===== config.mk =====
export PLATFORM = sky130hd
export DESIGN_NAME = ecc_err_capture
export DESIGN_NICKNAME = d
export VERILOG_FILES = /design/src/rtl/ecc_cap_pkg.sv /design/src/rtl/ecc_cap_ctrl.sv /design/src/rtl/ecc_cap_store.sv /design/src/rtl/ecc_cap_signal.sv /design/src/rtl/ecc_err_capture.sv
export SDC_FILE = /design/constraint.sdc
export NUM_CORES = 1
export LEC_CHECK = 0
export BUFFER_PORTS_ARGS = -buffer_cell sky130_fd_sc_hd__buf_4
export CAP_MARGIN = 20
export CORE_AREA = 2 2 68 70
export CTS_CLUSTER_DIAMETER = 100
export DETAILED_ROUTE_END_ITERATION = 10
export DIE_AREA = 0 0 70 72
export PLACE_DENSITY = 0.81
export SLEW_MARGIN = 40
export SYNTH_ARGS = -nofsm -noshare
export SYNTH_HDL_FRONTEND = slang
export SYNTH_SLANG_ARGS = --single-unit

===== constraint.sdc =====
create_clock -name clk -period 1.29 [get_ports clk]
set_clock_uncertainty 0.15 [all_clocks]
set_input_delay 0.258 -clock clk [delete_from_list [all_inputs] [get_ports clk]]
set_output_delay 0.258 -clock clk [all_outputs]
set_load 0.02 [all_outputs]

===== src/rtl/ecc_cap_pkg.sv =====
package ecc_cap_pkg;

    parameter int ADDR_W   = 32;
    parameter int SYN_W    = 8;
    parameter int REG_W    = 32;
    parameter int ADDR_KEEP = 19;

    localparam int ADDR_LO   = ADDR_W - ADDR_KEEP;
    localparam int FLAG_CE   = 0;
    localparam int FLAG_UE   = 1;
    localparam int BIT_NMI   = 2;
    localparam int BIT_SERR  = 3;
    localparam int SYN_LSB   = 4;
    localparam int ADDR_LSB  = SYN_LSB + SYN_W;
    localparam int BIT_NOSCR = ADDR_LSB + ADDR_KEEP;

    typedef enum logic [1:0] {
        EV_NONE = 2'd0,
        EV_CE   = 2'd1,
        EV_UE   = 2'd2
    } ecc_event_t;

    typedef struct packed {
        logic [ADDR_KEEP-1:0] addr_hi;
        logic [SYN_W-1:0]     syn;
        logic                 ue;
        logic                 ce;
    } ecc_capture_t;

    typedef struct packed {
        logic no_scrub;
        logic serr_en;
        logic nmi_en;
    } ecc_ctrl_t;

    // Uncorrectable outranks correctable when both arrive together.
    function automatic ecc_event_t classify(input logic ce, input logic ue);
        if (ue)
            return EV_UE;
        else if (ce)
            return EV_CE;
        return EV_NONE;
    endfunction

    function automatic logic [REG_W-1:0] pack_reg(input ecc_capture_t c,
                                                  input ecc_ctrl_t k);
        logic [REG_W-1:0] r;
        r = '0;
        r[BIT_NOSCR]                       = k.no_scrub;
        r[ADDR_LSB +: ADDR_KEEP]           = c.addr_hi;
        r[SYN_LSB +: SYN_W]                = c.syn;
        r[BIT_SERR]                        = k.serr_en;
        r[BIT_NMI]                         = k.nmi_en;
        r[FLAG_UE]                         = c.ue;
        r[FLAG_CE]                         = c.ce;
        return r;
    endfunction

endpackage


===== src/rtl/ecc_cap_ctrl.sv =====
module ecc_cap_ctrl
    import ecc_cap_pkg::*;
(
    input  logic             clk,
    input  logic             rst,
    input  logic             wr,
    input  logic [REG_W-1:0] wdata,
    output ecc_ctrl_t        ctrl
);
    always_ff @(posedge clk) begin
        if (rst) begin
            ctrl <= '0;
        end else if (wr) begin
            ctrl.no_scrub <= wdata[BIT_NOSCR];
            ctrl.serr_en  <= wdata[BIT_SERR];
            ctrl.nmi_en   <= wdata[BIT_NMI];
        end
    end
endmodule


===== src/rtl/ecc_cap_store.sv =====
module ecc_cap_store
    import ecc_cap_pkg::*;
(
    input  logic              clk,
    input  logic              rst,
    input  logic              ce_pulse,
    input  logic              ue_pulse,
    input  logic [ADDR_W-1:0] err_addr,
    input  logic [SYN_W-1:0]  err_syn,
    input  logic              wr,
    input  logic [1:0]        clr_bits,
    output ecc_capture_t      cap
);
    ecc_event_t   ev;
    logic         armed;
    ecc_capture_t cap_nxt;
    logic         unused_addr_lo;

    assign unused_addr_lo = ^err_addr[ADDR_LO-1:0];
    assign ev    = classify(ce_pulse, ue_pulse);
    assign armed = !(cap.ce || cap.ue);

    always_comb begin
        cap_nxt = cap;
        if (armed && ev != EV_NONE) begin
            cap_nxt.addr_hi = err_addr[ADDR_W-1:ADDR_LO];
            cap_nxt.syn     = err_syn;
            cap_nxt.ue      = (ev == EV_UE);
            cap_nxt.ce      = (ev == EV_CE);
        end else if (wr) begin
            cap_nxt.ue = cap.ue && !clr_bits[FLAG_UE];
            cap_nxt.ce = cap.ce && !clr_bits[FLAG_CE];
        end
    end

    always_ff @(posedge clk) begin
        if (rst)
            cap <= '0;
        else
            cap <= cap_nxt;
    end
endmodule


===== src/rtl/ecc_cap_signal.sv =====
module ecc_cap_signal
    import ecc_cap_pkg::*;
(
    input  ecc_capture_t cap,
    input  ecc_ctrl_t    ctrl,
    input  logic         ce_pulse,
    output logic         nmi_req,
    output logic         serr_req,
    output logic         scrub_req
);
    assign nmi_req   = cap.ce && ctrl.nmi_en;
    assign serr_req  = cap.ue && ctrl.serr_en;
    assign scrub_req = ce_pulse && !ctrl.no_scrub;
endmodule


===== src/rtl/ecc_err_capture.sv =====
module ecc_err_capture
    import ecc_cap_pkg::*;
(
    input  logic              clk,
    input  logic              rst,
    input  logic              ce_pulse,
    input  logic              ue_pulse,
    input  logic [ADDR_W-1:0] err_addr,
    input  logic [SYN_W-1:0]  err_syn,
    input  logic              reg_wr,
    input  logic [REG_W-1:0]  reg_wdata,
    output logic [REG_W-1:0]  reg_rdata,
    output logic              nmi_req,
    output logic              serr_req,
    output logic              scrub_req
);
    ecc_ctrl_t    ctrl;
    ecc_capture_t cap;

    ecc_cap_ctrl u_ctrl (
        .clk   (clk),
        .rst   (rst),
        .wr    (reg_wr),
        .wdata (reg_wdata),
        .ctrl  (ctrl)
    );

    ecc_cap_store u_store (
        .clk      (clk),
        .rst      (rst),
        .ce_pulse (ce_pulse),
        .ue_pulse (ue_pulse),
        .err_addr (err_addr),
        .err_syn  (err_syn),
        .wr       (reg_wr),
        .clr_bits (reg_wdata[1:0]),
        .cap      (cap)
    );

    ecc_cap_signal u_sig (
        .cap       (cap),
        .ctrl      (ctrl),
        .ce_pulse  (ce_pulse),
        .nmi_req   (nmi_req),
        .serr_req  (serr_req),
        .scrub_req (scrub_req)
    );

    assign reg_rdata = pack_reg(cap, ctrl);
endmodule


Yosys cells after proc, flatten, opt, wreduce, memory -nomap -nowiden
Cells that the tools add are included.

operators by class
  muxes and demuxes = 7
  reduce and logical (&&, ||, !) cells = 13
  equal/unequal tests = 2

operators with widths
  cell                                           count
  two-way mux 2 bit                              5
  logical AND 1 bit                              6
  zero test 1 bit                                4
  nonzero test 2 bit                             2
  == test 2 x 1 -> 1 bit, second input constant  1
  == test 2 bit, second input constant           1
  two-way mux 1 bit                              2
  logical OR 1 bit                               1

storage, ports and cells
  output and inout bits = 35
  word-level logic and storage cells = 29
  bits of input ports = 77
  bits in registers = 32

Depth between registers and ports, before layout
  depth after elaboration = 6
  gate-level depth with buffers = 5
  depth with buffers taken out = 3

By module
Synthesis repeated with hierarchy kept, for this count alone.

second synthesis, totals
  cell total of the unflattened synthesis = 139
  area total of the unflattened synthesis = 1442.6 sq um

by module, submodules not included
  module          area each (sq um)  cells an instance  seq. area each (sq um)  times used
  ecc_cap_store   1315.0             127                580.6                   1
  ecc_cap_ctrl    101.3              9                  60.1                    1
  ecc_cap_signal  26.3               3                  0.0                     1

Least setup slack after synthesis
Ideal clock, no wire load.

  kind = reg-to-reg
  start point = register u_store.cap[1] (netlist name)
  end point = register u_store.cap[10] (netlist name)
  path buffers = 2
  clock period less this slack = 1.307 ns
  stages on the path, launching flop included = 5
  arrival time = 1.086 ns
  data required time = 1.068 ns
  setup slack = -0.017 ns
  library setup time = 0.072 ns
  path through = dfxtp_1 -> nor3_2 -> buf_6 -> buf_12 -> mux2i_1

between the ends
  word-level cells in the longest chain between the ends = 3

RTL lines
  what               RTL line             source
  logical OR 1 bit   ecc_cap_store.sv:21  assign armed = !(cap.ce || cap.ue);
  zero test 1 bit    ecc_cap_store.sv:21
  logical AND 1 bit  ecc_cap_store.sv:25  if (armed && ev != EV_NONE) begin

No other way between the ends.
A chain may end at the register's enable or synchronous reset.

Final worst setup path
  start point = register u_store.cap[0] (netlist name)
  end point = output port nmi_req

between the ends
  word-level cells in the longest chain between the ends = 1

RTL lines
  what               RTL line               source
  logical AND 1 bit  ecc_cap_signal.sv:11   assign nmi_req = cap.ce && ctrl.nmi_en;
  end: declaration   ecc_err_capture.sv:13  output logic nmi_req,

No other way between the ends.

==> results.py <==
metrics = {
    "clock_network": {
        "cts_tree": "built",
        "cts_max_path_buffers": 2,
        "path_clk_slew_ns": 0.06,
        "numCtsBuffers": 5,
        "htree_num_levels": 2,
        "ctsHoldBuffers": 0,
        "clock-root-buffer": "clkbuf_8",
        "cts.sinks": 32,
        "insertion_delay_ns": 0.27,
    },
    "power_and_ir_drop": {
        "p_int_mw": 1.90,
        "p_clk_frac": 0.297,
        "comb_power_share": 0.267,
        "power.density_nw_per_um2": 1170,
        "irDropWorstVdd_uv": 541,
        "p_sw_frac": 0.266,
        "seqPwrFrac": 0.435,
        "switching_power_uw": 690,
        "leakagePower_nw": 1.05,
    },
    "synth": {
        "seq_area_frac_synth": 0.445,
        "yosysTopAreaCellShare": 0.445,
        "yosysWarningCount": 0,
        "synth_top_cell_by_area": "dfxtp_1",
        "synth_area_um2": 1440,
        "synth-seq-cells": 32,
        "syn-instance-count": 140,
        "synth_area_leaders": "dfxtp_1 (44%), nand2b_1 (23%), mux2i_1 (21%)",
        "syn-num-nets": 217,
        "syn_avg_cell_area_um2": 10.3,
        "yosysUniqueCellTypes": 16,
    },
    "cells_and_area": {
        "area_growth_pct": 54.4,
        "num_antenna_cells": 0,
        "drive_gt1_frac": 0.432,
        "nets": 296,
        "fill_cells": 406,
        "instances_no_fill": 272,
        "final_cell_mix": "buf_4 (71), nand2b_1 (54), mux2i_1 (30)",
        "final_common_cell": "buf_4",
    },
    "flow_run": {
        "max_cap_viol_count": 0,
    },
    "timing": {
        "setup_viol": 29,
        "hold_slack_ns": 0.0232,
        "layout_setup_ws_ns": -0.0970,
        "slew_headroom": 0.736,
        "finalCritPeriodShare": 1.08,
        "fmax_mhz": 721,
        "rsz0062_at_grt": "true",
        "report.final.slew_viol_count": 0,
        "fin_crit_ns": 1.39,
        "tns_ns": -1.38,
        "finalHoldViolCount": 0,
        "worst_pin_slew_ns": 0.397,
    },
    "die": {
        "start_util": 0.338,
        "die-width_um": 70,
        "core_um2": 4260,
        "io_pins": 112,
        "rows": 24,
        "die_y_um": 72,
        "die-area_um2": 5040,
    },
    "worst_setup_path": {
        "start_kind": "register",
        "cpMostUsedCell": "buf_6",
        "startpoint": "u_store.cap[0]$_SDFFE_PP0P_",
        "cp_max_fo": 3,
        "ff2ff_path_depth": 5,
        "worst_ep_arrival_time_ns": 0.98,
        "crit_type": "reg -> out",
        "reg2reg_to": "u_store.cap[17]$_SDFFE_PP0P_",
        "crit_path_end_kind": "output port",
        "r2r_setup_slack_ns": -0.1,
        "max_stage_delay_ns": 0.33,
        "timing.critical_path.max_delay_family": "flip-flops",
        "crit_required_ns": 0.88,
        "worstPathCellList": "buf_6, and2_4, buf_6",
        "r2r-start": "u_store.cap[1]$_SDFFE_PP0P_",
        "worst_path_max_delay_cell": "dfxtp_2",
        "cp_num_buf_inv": 2,
    },
    "grt": {
        "met3_usage": 0.0361,
        "overflow": 0,
        "grt.busiest_layer": "met2",
        "grtUsageMet2": 0.215,
        "grt_start_max_net_pins": 60,
        "grt_pass1_wl_um": 5130,
        "antenna_found_initial": 0,
        "first_global_vias": 1226,
        "grt.met1_usage": 0.142,
        "groute.usage.overall": 0.125,
    },
    "routing": {
        "vias_per_cell": 4.42,
        "num_vias": 1202,
        "drtIter0Drc": 42,
        "wl_um": 2990,
        "dr.pass1.iters": 3,
        "ant_nets": 0,
        "drc_errors": 0,
        "wl_per_cell_um": 11.0,
    },
    "min_path": {
        "min_path_cells": 2,
        "hold_class": "in -> reg",
        "min_from": "reg_wdata[0]",
        "min_to": "u_store.cap[0]$_SDFFE_PP0P_",
    },
    "placement": {
        "gp_congestion": 0.686,
        "io_buffer_count": 71,
        "dp_slack_ns": 0.0103,
        "placed_cells": 257,
        "dp_hpwl_um": 2080,
    },
    "status": {
        "violations": "negative setup slack",
        "run_status": "finished with violations",
    },
}
synth_stat cells:
cell	number
nor3b_1	1
nor3_2	1
buf_6	1
clkbuf_1	6
inv_1	1
a21oi_1	1
and2_2	1
nor2_1	5
dfxtp_1	32
nor2b_1	1
mux2i_1	30
buf_2	1
nand2b_1	54
and2_1	1
a311oi_1	2
buf_12	2
cells by family (layout without fill, tap and decap cells):
family	after synthesis	in the layout	share of synthesized area
buffers and inverters	11	91	0.0573
AO/OA/AOI/OAI	3	3	0.0156
multiplexers	30	30	0.209
AND/OR/NAND/NOR	64	64	0.274
flip-flops	32	32	0.445
worst max path at each step:
stage,endpoint,slack [ns],cells after the start
after floorplan,u_store.cap[10]$_SDFFE_PP0P_,0.004,4
after global placement,u_store.cap[8]$_SDFFE_PP0P_,0.03,5
after detailed placement,u_store.cap[28]$_SDFFE_PP0P_,0.01,5
after CTS,serr_req,-0.1,3
after global routing,u_store.cap[18]$_SDFFE_PP0P_,-0.15,5
final,nmi_req,-0.1,3
power by group through the flow:
stage | sequential, mW | combinational (mW) | clock [mW]
final | 1.13 | 0.692 | 0.771
after global routing | 1.14 | 0.746 | 0.860
after CTS | 1.13 | 0.657 | 0.811
after detailed placement | 1.15 | 0.633 | 0
after global placement | 1.15 | 0.628 | 0
after floorplan | 1.26 | 0.263 | 0
sequential cells by signal, indices dropped and copies added (netlist names):
name         flops
u_store.cap     29
u_ctrl.ctrl      3
timing repair:
| item | in CTS | in global routing |
|---|---|---|
| setup endpoints to repair | 4 | 32 |
| pin swaps | 0 | 1 |
| setup buffers | 4 | 2 |
| cloned | 0 | 1 |
| gates resized for setup | 7 | 6 |
layer usage:
metal / part of all wire / wire, µm
met1: 0.42 / 1260
met2: 0.50 / 1490
met3: 0.078 / 232
met4: 0.0047 / 14
met5: 0 / 0
metrics by stage:
stage / area, µm² / power [mW] / util
after floorplan: 1440 / 1.52 / -
after global placement: 2020 / 1.77 / 0.474
final: 2220 / 2.59 / 0.521
after CTS: 2160 / 2.60 / 0.507
after global routing: 2220 / 2.75 / 0.521
after detailed placement: 2020 / 1.78 / 0.474
layout make-up:
type | instances | area, µm² | area share
multi-input cells | 97 | 732 | 0.329
inverters | 1 | 3.75 | 0.00169
repair buffers | 82 | 688 | 0.310
clock buffers | 8 | 90.1 | 0.0405
flip-flops and latches | 32 | 644 | 0.290
well taps | 52 | 65.1 | 0.0293
(Power assumes the default switching activity.)
